**src/rtl/seaa_pkg.sv**
```systemverilog
package seaa_pkg;
    localparam int unsigned ADDR_W = 32;
    localparam int unsigned NREG   = 8;
    localparam int unsigned SEL_W  = $clog2(NREG);
    localparam int unsigned SCL_W  = 2;
    localparam int unsigned DSZ_W  = 2;
    localparam logic [SEL_W-1:0] SP_REG = SEL_W'(4);

    typedef enum logic [DSZ_W-1:0] {
        DSZ_NONE = 2'd0,
        DSZ_B8   = 2'd1,
        DSZ_B16  = 2'd2,
        DSZ_B32  = 2'd3
    } dsz_e;

    typedef enum logic [1:0] {
        ST_IDLE  = 2'd0,
        ST_MEMRD = 2'd1,
        ST_ADDR  = 2'd2,
        ST_FAULT = 2'd3
    } st_e;
endpackage

```
**src/rtl/seaa_regfile.sv**
```systemverilog
module seaa_regfile
    import seaa_pkg::*;
#(
    parameter int unsigned W = ADDR_W,
    parameter int unsigned N = NREG,
    localparam int unsigned SW = $clog2(N)
) (
    input  logic          clk,
    input  logic          rst_n,
    input  logic          wr_en,
    input  logic [SW-1:0] wr_sel,
    input  logic [W-1:0]  wr_data,
    input  logic [SW-1:0] rd_a_sel,
    input  logic [SW-1:0] rd_b_sel,
    output logic [W-1:0]  rd_a,
    output logic [W-1:0]  rd_b
);
    logic [W-1:0] regs_q [N];

    for (genvar g = 0; g < N; g++) begin : g_reg
        always_ff @(posedge clk) begin
            if (!rst_n)
                regs_q[g] <= '0;
            else if (wr_en && wr_sel == SW'(g))
                regs_q[g] <= wr_data;
        end
    end

    // Reads see the value before any write landing at the coming edge.
    assign rd_a = regs_q[rd_a_sel];
    assign rd_b = regs_q[rd_b_sel];
endmodule

```
**src/rtl/seaa_addr_calc.sv**
```systemverilog
module seaa_addr_calc
    import seaa_pkg::*;
#(
    parameter int unsigned W = ADDR_W,
    parameter int unsigned SW = SEL_W
) (
    input  logic              base_en,
    input  logic [W-1:0]      base_val,
    input  logic              idx_en,
    input  logic [SW-1:0]     idx_sel,
    input  logic [W-1:0]      idx_val,
    input  logic [SCL_W-1:0]  scale,
    input  logic [W-1:0]      disp,
    input  logic [DSZ_W-1:0]  disp_size,
    output logic [W-1:0]      ea,
    output logic              bad_idx
);
    logic [W-1:0] base_term;
    logic [W-1:0] idx_term;
    logic [W-1:0] disp_term;

    always_comb begin
        base_term = base_en ? base_val : '0;
        idx_term  = idx_en ? (idx_val << scale) : '0;
        unique case (dsz_e'(disp_size))
            DSZ_NONE: disp_term = '0;
            DSZ_B8:   disp_term = {{(W-8){disp[7]}}, disp[7:0]};
            DSZ_B16:  disp_term = {{(W-16){disp[15]}}, disp[15:0]};
            DSZ_B32:  disp_term = disp;
            default:  disp_term = '0;
        endcase
        ea      = base_term + idx_term + disp_term;
        bad_idx = idx_en && (idx_sel == SP_REG);
    end
endmodule

```
**src/rtl/seaa_ctrl.sv**
```systemverilog
module seaa_ctrl
    import seaa_pkg::*;
#(
    parameter int unsigned W = ADDR_W
) (
    input  logic         clk,
    input  logic         rst_n,
    input  logic         req_valid,
    input  logic         addr_only,
    input  logic         bad_idx,
    input  logic [W-1:0] ea,
    output logic         out_valid,
    output logic         rd_req,
    output logic         res_valid,
    output logic         fault,
    output logic [W-1:0] out_addr
);
    st_e          state_q, state_d;
    logic [W-1:0] addr_q;

    always_comb begin
        if (!req_valid)
            state_d = ST_IDLE;
        else if (bad_idx)
            state_d = ST_FAULT;
        else if (addr_only)
            state_d = ST_ADDR;
        else
            state_d = ST_MEMRD;
    end

    always_ff @(posedge clk) begin
        if (!rst_n) begin
            state_q <= ST_IDLE;
            addr_q  <= '0;
        end else begin
            state_q <= state_d;
            addr_q  <= (req_valid && !bad_idx) ? ea : '0;
        end
    end

    always_comb begin
        out_valid = 1'b0;
        rd_req    = 1'b0;
        res_valid = 1'b0;
        fault     = 1'b0;
        unique case (state_q)
            ST_IDLE:  ;
            ST_MEMRD: begin out_valid = 1'b1; rd_req    = 1'b1; end
            ST_ADDR:  begin out_valid = 1'b1; res_valid = 1'b1; end
            ST_FAULT: begin out_valid = 1'b1; fault     = 1'b1; end
            default:  ;
        endcase
        out_addr = addr_q;
    end
endmodule

```
**src/rtl/seaa_unit.sv**
```systemverilog
module seaa_unit
    import seaa_pkg::*;
(
    input  logic        clk,
    input  logic        rst_n,
    input  logic        req_valid,
    input  logic        req_base_en,
    input  logic [2:0]  req_base_sel,
    input  logic        req_idx_en,
    input  logic [2:0]  req_idx_sel,
    input  logic [1:0]  req_scale,
    input  logic [31:0] req_disp,
    input  logic [1:0]  req_disp_size,
    input  logic        req_addr_only,
    input  logic        wr_en,
    input  logic [2:0]  wr_sel,
    input  logic [31:0] wr_data,
    output logic        out_valid,
    output logic        rd_req,
    output logic        res_valid,
    output logic        fault,
    output logic [31:0] out_addr
);
    logic [ADDR_W-1:0] base_val;
    logic [ADDR_W-1:0] idx_val;
    logic [ADDR_W-1:0] ea;
    logic              bad_idx;

    seaa_regfile #(.W(ADDR_W), .N(NREG)) rf_i (
        .clk      (clk),
        .rst_n    (rst_n),
        .wr_en    (wr_en),
        .wr_sel   (wr_sel),
        .wr_data  (wr_data),
        .rd_a_sel (req_base_sel),
        .rd_b_sel (req_idx_sel),
        .rd_a     (base_val),
        .rd_b     (idx_val)
    );

    seaa_addr_calc #(.W(ADDR_W), .SW(SEL_W)) calc_i (
        .base_en   (req_base_en),
        .base_val  (base_val),
        .idx_en    (req_idx_en),
        .idx_sel   (req_idx_sel),
        .idx_val   (idx_val),
        .scale     (req_scale),
        .disp      (req_disp),
        .disp_size (req_disp_size),
        .ea        (ea),
        .bad_idx   (bad_idx)
    );

    seaa_ctrl #(.W(ADDR_W)) ctrl_i (
        .clk       (clk),
        .rst_n     (rst_n),
        .req_valid (req_valid),
        .addr_only (req_addr_only),
        .bad_idx   (bad_idx),
        .ea        (ea),
        .out_valid (out_valid),
        .rd_req    (rd_req),
        .res_valid (res_valid),
        .fault     (fault),
        .out_addr  (out_addr)
    );
endmodule

```
**config.mk**
```make
export PLATFORM = sky130hd
export DESIGN_NAME = seaa_unit
export DESIGN_NICKNAME = d
export VERILOG_FILES = /design/src/rtl/seaa_pkg.sv /design/src/rtl/seaa_regfile.sv /design/src/rtl/seaa_addr_calc.sv /design/src/rtl/seaa_ctrl.sv /design/src/rtl/seaa_unit.sv
export SDC_FILE = /design/constraint.sdc
export NUM_CORES = 1
export LEC_CHECK = 0
export BUFFER_PORTS_ARGS = -buffer_cell sky130_fd_sc_hd__buf_2
export CORE_MARGIN = 2
export CORE_UTILIZATION = 57
export CTS_BUF_LIST = sky130_fd_sc_hd__clkbuf_4
export DETAILED_ROUTE_END_ITERATION = 8
export GPL_ROUTABILITY_DRIVEN = 0
export HOLD_SLACK_MARGIN = 0.08
export PLACE_DENSITY_LB_ADDON = 0.12
export SYNTH_ARGS = -nofsm -noshare
export SYNTH_HDL_FRONTEND = slang
export SYNTH_HIERARCHICAL = 1
export SYNTH_SLANG_ARGS = --single-unit
```
**constraint.sdc**
```tcl
create_clock -name clk -period 4.2 [get_ports clk]
set_input_delay 0.21 -clock clk [delete_from_list [all_inputs] [get_ports clk]]
set_output_delay 0.21 -clock clk [all_outputs]
set_load 0.01 [all_outputs]
```
# Word-level counts from Yosys, hierarchy flattened
# Memories as Yosys holds them, arrays and structs flattened.
# Index checks and enable logic that the tools add are counted.
[op_classes] addsub=2 shifts=1 reduce_logical=16 n_eq_ne=14 muxes=42 n_bitwise=8
[op_table] operator="$mux W32" count=10
[op_table] operator="$pmux W32 S4" count=1
[op_table] operator="$add A32 B32 Y32" count=2
[op_table] operator="$shl A32 B2 Y32" count=1
[op_table] operator="$mux W1" count=29
[op_table] operator="$eq A3 B3 Y1 const B" count=5
[op_table] operator="$logic_and A1 B1 Y1" count=10
[op_table] operator="$eq A2 B2 Y1 const B" count=4
[op_table] operator="$or A1 B1 Y1" count=8
[op_table] operator="$eq A3 B2 Y1 const B" count=2
[op_table] operator="$eq A2 B1 Y1 const B" count=2
[op_table] operator="$mux W2" count=2
[op_table] operator="$reduce_and A2 Y1" count=2
[op_table] operator="$eq A3 B1 Y1 const B" count=1
[op_table] operator="$logic_not A3 Y1" count=1
[op_table] operator="$reduce_or A3 Y1" count=1
[op_table] operator="$logic_not A2 Y1" count=1
[op_table] operator="$logic_not A1 Y1" count=1
[totals] ff_bits=34 mem_count=1 elab_cells=86 inputBits=84 output_inout_bits=36 ram_bits=256
[mem_list] name="rf_i.regs_q" words=8 width=32 read_ports=2 rd_ports_with_merged_regs=0 wr=8 line="seaa_regfile.sv:18" rtl="logic [W-1:0] regs_q [N];"

# Logic depth before layout (Yosys ltp)
[depth] ltp_word=6 depth_mapped=18 depth_no_buf=16

# By module
# Netlist, hierarchy kept.
[modules_own_cells] module="seaa_regfile" cells_each=845 area_each_um2=13554.2 seq_area_each_um2=7687.4 n_inst=1
[modules_own_cells] module="seaa_addr_calc" cells_each=466 area_each_um2=3711.1 seq_area_each_um2=0.0 n_inst=1
[modules_own_cells] module="seaa_ctrl" cells_each=79 area_each_um2=1024.7 seq_area_each_um2=680.7 n_inst=1

# Least setup slack after synthesis
# Ideal clock, no wire load.
[synth_timing] path_type="input port to flip-flop" start="input req_idx_sel[0]" end="register ctrl_i.addr_q[30], in the netlist ctrl_i/out_addr[30]" path_slack_ns=0.015 setup_time_ns=0.115 required_time_ns=4.085 t_arrival_ns=4.070 stages=16 n_path_buf=2 path_cell_list="buf_6 > buf_6 > mux4_1 > mux2_2 > mux4_2 > and2_1 > fa_1 > ha_1 > a21oi_1 > o21ai_0 > a31oi_1 > a2111oi_4 > o21ai_1 > o21ai_1 > xor2_1 > and2_1"
[synth_between] elab_chain_len=5 word_cells_on_any_way=10 cone_classes="2 x add/sub; 1 x eq/ne; 1 x shift; 1 x mux; 4 x reduce/logical; 1 x memory"
[synth_rtl] element="start, declared" line="seaa_unit.sv:10" rtl="input logic [2:0] req_idx_sel,"
[synth_rtl] element="$mem_v2 Z8 W32"
[synth_rtl] element="net idx_val[4]" line="seaa_unit.sv:25" rtl="logic [ADDR_W-1:0] idx_val;"
[synth_rtl] element="$shl A32 B2 Y32" line="seaa_addr_calc.sv:24" rtl="idx_term = idx_en ? (idx_val << scale) : '0;"
[synth_rtl] element="$mux W32" line="seaa_addr_calc.sv:24"
[synth_rtl] element="$add A32 B32 Y32 (2 in a row)" line="seaa_addr_calc.sv:32" rtl="ea = base_term + idx_term + disp_term;"
[synth_rtl] element="net ea[30]" line="seaa_unit.sv:26" rtl="logic [ADDR_W-1:0] ea;"
[synth_rtl] element="end signal, assigned" line="seaa_ctrl.sv:38" rtl="addr_q <= (req_valid && !bad_idx) ? ea : '0;"
[synth_rtl] element="end, declared" line="seaa_ctrl.sv:19" rtl="logic [W-1:0] addr_q;"
# The timed path passes the listed nets, and every way through them passes these cells.
# A chain may end at the register's enable or synchronous reset.

==> impl_metrics.prom <==
# TYPE chip_impl_metric gauge
chip_impl_info{name="outcome",value="finished, final reports clean"} 1
chip_impl_metric{name="hold_viol",unit=""} 0
chip_impl_metric{name="post_synth.cell_area_avg",unit="um2"} 13.16
chip_impl_metric{name="wl",unit="um"} 49050
chip_impl_metric{name="maximum_number_of_pins_on_one_net_before_global_route_repair",unit=""} 129
chip_impl_metric{name="synth.net_count",unit=""} 1536
chip_impl_metric{name="layout_min_cycle_time",unit="ns"} 4.192
chip_impl_metric{name="fraction_of_final_layout_cells_with_drive_strength_greater_than_1",unit=""} 0.3746
chip_impl_metric{name="maxSlewViolCount",unit=""} 0
chip_impl_metric{name="final_min_period_over_clock_period",unit=""} 0.9981
chip_impl_metric{name="drt_iter0_markers",unit=""} 1072
chip_impl_metric{name="max-cap-violations",unit=""} 0
chip_impl_metric{name="vias_per_cell",unit=""} 6.273
chip_impl_metric{name="power_frac_clock",unit=""} 0.278
chip_impl_metric{name="critical_path.n_buffers_inverters",unit=""} 2
chip_impl_metric{name="slew_headroom",unit=""} 0.2370
chip_impl_metric{name="post-synth-top-area-fraction",unit=""} 0.4203
chip_impl_metric{name="ff2ff_path_depth",unit=""} 15
chip_impl_info{name="synth.most_common_cell",value="sky130_fd_sc_hd__nor3_1"} 1
chip_impl_metric{name="p_leak",unit="nW"} 8.419
chip_impl_metric{name="antenna_found_initial",unit=""} 3
chip_impl_metric{name="p_sw",unit="mW"} 2.623
chip_impl_metric{name="place_ws",unit="ns"} -0.4114
chip_impl_metric{name="dr.pass1.iters",unit=""} 5
chip_impl_metric{name="syn-instance-count",unit=""} 1390
chip_impl_metric{name="num_io_pins",unit=""} 120
chip_impl_info{name="postSynth.topFlopCell",value="sky130_fd_sc_hd__edfxtp_1"} 1
chip_impl_metric{name="core_region_area",unit="um2"} 31560
chip_impl_metric{name="post_layout_nonfiller_instances",unit=""} 2126
chip_impl_info{name="synth_top_cells_by_count",value="sky130_fd_sc_hd__nor3_1 (259), sky130_fd_sc_hd__edfxtp_1 (256), sky130_fd_sc_hd__nand2_1 (85)"} 1
chip_impl_metric{name="detailed_place_hpwl",unit="um"} 32020
chip_impl_metric{name="via_count_of_the_first_global_routing_pass",unit=""} 13410
chip_impl_metric{name="detail-route-antenna-nets",unit=""} 0
chip_impl_metric{name="routed_wire_length_per_instance",unit="um"} 23.07
chip_impl_info{name="post-synth-top-area-cell",value="sky130_fd_sc_hd__edfxtp_1"} 1
chip_impl_metric{name="worst-endpoint-arrival",unit="ns"} 4.78
chip_impl_info{name="cts_root_buffer",value="sky130_fd_sc_hd__clkbuf_4"} 1
chip_impl_metric{name="area.growth.synth_to_final",unit="%"} 19.42
chip_impl_metric{name="numPortBuffers",unit=""} 119
chip_impl_metric{name="postSynth.asyncResetShare",unit=""} 0
chip_impl_metric{name="min_path_cells",unit=""} 3
chip_impl_metric{name="core.rowCount",unit=""} 65
chip_impl_info{name="criticalPathCategory",value="reg2reg"} 1
chip_impl_metric{name="h-tree-depth",unit=""} 3
chip_impl_metric{name="internal-power",unit="mW"} 5.950
chip_impl_metric{name="ys_seq_elements",unit=""} 290
chip_impl_metric{name="worst_slew_pin_slew",unit="ns"} 1.142
chip_impl_info{name="synth_top_cells_by_area",value="sky130_fd_sc_hd__edfxtp_1 (42%), sky130_fd_sc_hd__mux4_1 (11%), sky130_fd_sc_hd__mux4_2 (9.2%), sky130_fd_sc_hd__nor3_1 (7.1%), sky130_fd_sc_hd__mux2_2 (3.9%)"} 1
chip_impl_metric{name="worst_ir_drop_vdd",unit="uV"} 159.4
chip_impl_metric{name="finClkSkew",unit="ns"} 0.04238
chip_impl_metric{name="cp_slowest_stage_delay",unit="ns"} 0.49
chip_impl_metric{name="route.detailed.drc",unit=""} 0
chip_impl_metric{name="timing.critical_path.required",unit="ns"} 4.79
chip_impl_metric{name="critPathMaxFanout",unit=""} 3
chip_impl_metric{name="global_route.overflow_total",unit=""} 0
chip_impl_metric{name="synth_seq_area_share",unit=""} 0.4575
chip_impl_metric{name="max_freq",unit="MHz"} 238.5
chip_impl_metric{name="design.die.area",unit="um2"} 33540
chip_impl_metric{name="holdWs",unit="ns"} 0.1427
chip_impl_metric{name="seq_power_share",unit=""} 0.404
chip_impl_metric{name="global_route_wire_length_before_repair",unit="um"} 74700
chip_impl_metric{name="postPlaceCellArea",unit="um2"} 20140
chip_impl_metric{name="synth.cell_area",unit="um2"} 18290
chip_impl_metric{name="clock-sinks",unit=""} 290
chip_impl_metric{name="ys.warnings.count",unit=""} 6
chip_impl_metric{name="setup_ws",unit="ns"} 0.007882
chip_impl_info{name="path_cells",value="mux4_2, mux2_4, mux4_2, and2_4, fa_1, ha_4, and3_4, buf_6, nand2_4, o211a_4, o31ai_4, a31oi_4, buf_4, xnor2_1, and2_4"} 1
chip_impl_metric{name="comb_power_share",unit=""} 0.318
chip_impl_info{name="worstSetupStartpointType",value="register"} 1
chip_impl_metric{name="fp.dieH",unit="um"} 183.1
chip_impl_info{name="slowest_library_cell_on_the_worst_path",value="sky130_fd_sc_hd__fa_1"} 1
chip_impl_metric{name="final_net_count",unit=""} 1819
chip_impl_metric{name="placed_cells_incl_taps",unit=""} 1947
chip_impl_metric{name="switching_share_of_power",unit=""} 0.3060
chip_impl_metric{name="power_density",unit="nW/um2"} 392.5
chip_impl_metric{name="vias",unit=""} 13340
chip_impl_info{name="rsz_0062_raised_after_global_routing",value="true"} 1
chip_impl_metric{name="clkTransAtPathRegs",unit="ns"} 0.07
chip_impl_info{name="setup.worst_path.end_class",value="register"} 1
chip_impl_metric{name="initial_utilization",unit=""} 0.5796
chip_impl_metric{name="die_x",unit="um"} 183.1
chip_impl_metric{name="finalSetupViolations",unit=""} 0
chip_impl_info{name="critPathTopFamily",value="multiplexers"} 1
chip_impl_info{name="cts_tree",value="built"} 1
chip_impl_info{name="holdCritPathClass",value="in2reg"} 1
chip_impl_metric{name="final_cell_area",unit="um2"} 21840
chip_impl_metric{name="worstSetupPathDepth",unit=""} 15
chip_impl_metric{name="clk-insertion-delay-late",unit="ns"} 0.71
chip_impl_metric{name="cts-root-to-sink-buffers",unit=""} 3
chip_impl_metric{name="synth_cell_types",unit=""} 69
chip_impl_metric{name="edff_count_synth",unit=""} 256
chip_impl_metric{name="cts_buffers",unit=""} 76
chip_impl_metric{name="grt_usage",unit=""} 0.2955
[cell type report]
type / count / area [um2]
inverters: 90 / 337.8
multi-input cells: 889 / 9373
clock inverters: 21 / 112.6
well taps: 402 / 503.0
diodes: 2 / 5.005
clock buffers: 106 / 795.8
flip-flops and latches: 290 / 8368
repair buffers: 326 / 2347
fillers: 2281 / 9713
[timing repair]
item | 4_1_cts | 5_1_grt
endpoints found under the hold margin | 269 | 0
hold buffers | 39 | 0
resized for setup | 28 | 45
buffers inserted | 11 | 5
pin swaps | 17 | 34
endpoints found under the setup margin | 11 | 17
[power groups by stage]
stage | Clock [mW] | Combinational (mW) | Sequential (mW)
2_1_floorplan | 0 | 1.56 | 3.52
4_1_cts | 2.43 | 2.57 | 3.46
6_report | 2.38 | 2.73 | 3.46
3_3_place_gp | 0 | 2.45 | 3.50
3_5_place_dp | 0 | 2.47 | 3.52
5_1_grt | 2.58 | 2.96 | 3.48
[cell families after synthesis]
kind of cell	synth area share
AOI/OAI and AO/OA	0.04378
xor gates and xnor gates	0.01437
adders and majority gates	0.05555
buffers and inverters	0.05199
DFF	0.4575
muxes	0.2499
and+or+nand+nor	0.1269
[cell usage in the layout (no fill, tap or decap), types with 53 or more instances in the layout]
master	netlist	final
sky130_fd_sc_hd__buf_2	15	117
sky130_fd_sc_hd__buf_4	1	161
sky130_fd_sc_hd__clkbuf_4	0	106
sky130_fd_sc_hd__edfxtp_1	256	256
sky130_fd_sc_hd__inv_1	58	53
sky130_fd_sc_hd__mux2_2	63	55
sky130_fd_sc_hd__mux4_1	80	73
sky130_fd_sc_hd__mux4_2	75	82
sky130_fd_sc_hd__nand2_1	85	78
sky130_fd_sc_hd__nor3_1	259	258
[per-layer routing]
layer | global-route usage | vias up | share of wire | routed length (um)
li1 | - | 6003 | - | -
met1 | 0.3962 | 6553 | 0.41 | 19940
met2 | 0.4770 | 690 | 0.48 | 23550
met3 | 0.07705 | 89 | 0.092 | 4511
met4 | 0.09472 | 2 | 0.021 | 1038
met5 | 0 | - | 0.00027 | 13
[worst reg2reg max path, stage by stage (launching register included)]
cell                       delay [ns]
sky130_fd_sc_hd__edfxtp_1        0.42
sky130_fd_sc_hd__mux4_2          0.48
sky130_fd_sc_hd__mux2_4          0.31
sky130_fd_sc_hd__mux4_2          0.45
sky130_fd_sc_hd__and2_4          0.17
sky130_fd_sc_hd__fa_1            0.50
sky130_fd_sc_hd__ha_4            0.30
sky130_fd_sc_hd__and3_4          0.20
sky130_fd_sc_hd__buf_6           0.11
sky130_fd_sc_hd__nand2_4         0.04
sky130_fd_sc_hd__o211a_4         0.27
sky130_fd_sc_hd__o31ai_4         0.30
sky130_fd_sc_hd__a31oi_4         0.16
sky130_fd_sc_hd__buf_4           0.16
sky130_fd_sc_hd__xnor2_1         0.11
sky130_fd_sc_hd__and2_4          0.13
[path summary, 6_finish.rpt]
| check | slack [ns] | start | endpoint |
|---|---|---|---|
| worst min register to register | 1.22 | rf_i/regs_q[4][0] | ctrl_i/out_addr[0] |
| worst max register to register | 0.008 | rf_i/regs_q[5][6] | ctrl_i/out_addr[21] |
| worst min-delay path | 0.14 | wr_sel[1] | rf_i/regs_q[1][12] |
| worst max-delay path | 0.008 | rf_i/regs_q[5][6] | ctrl_i/out_addr[21] |
[state kept, by name (all words and copies together) (netlist names)]
| name | cells |
|---|---|
| rf_i/regs_q | 256 |
| ctrl_i/out_addr | 32 |
| ctrl_i/state_q | 2 |
[metrics by stage]
stage	TNS [ns]	power, mW	utilization
after floorplan	0	5.083	-
after global placement	-3.229	5.949	0.6384
after detailed placement	-3.954	5.992	0.6384
after CTS	-0.07752	8.459	0.6848
after global routing	-0.7024	9.017	0.6922
final	0	8.573	0.6922
Note: power is estimated with default switching activity, not from simulation.
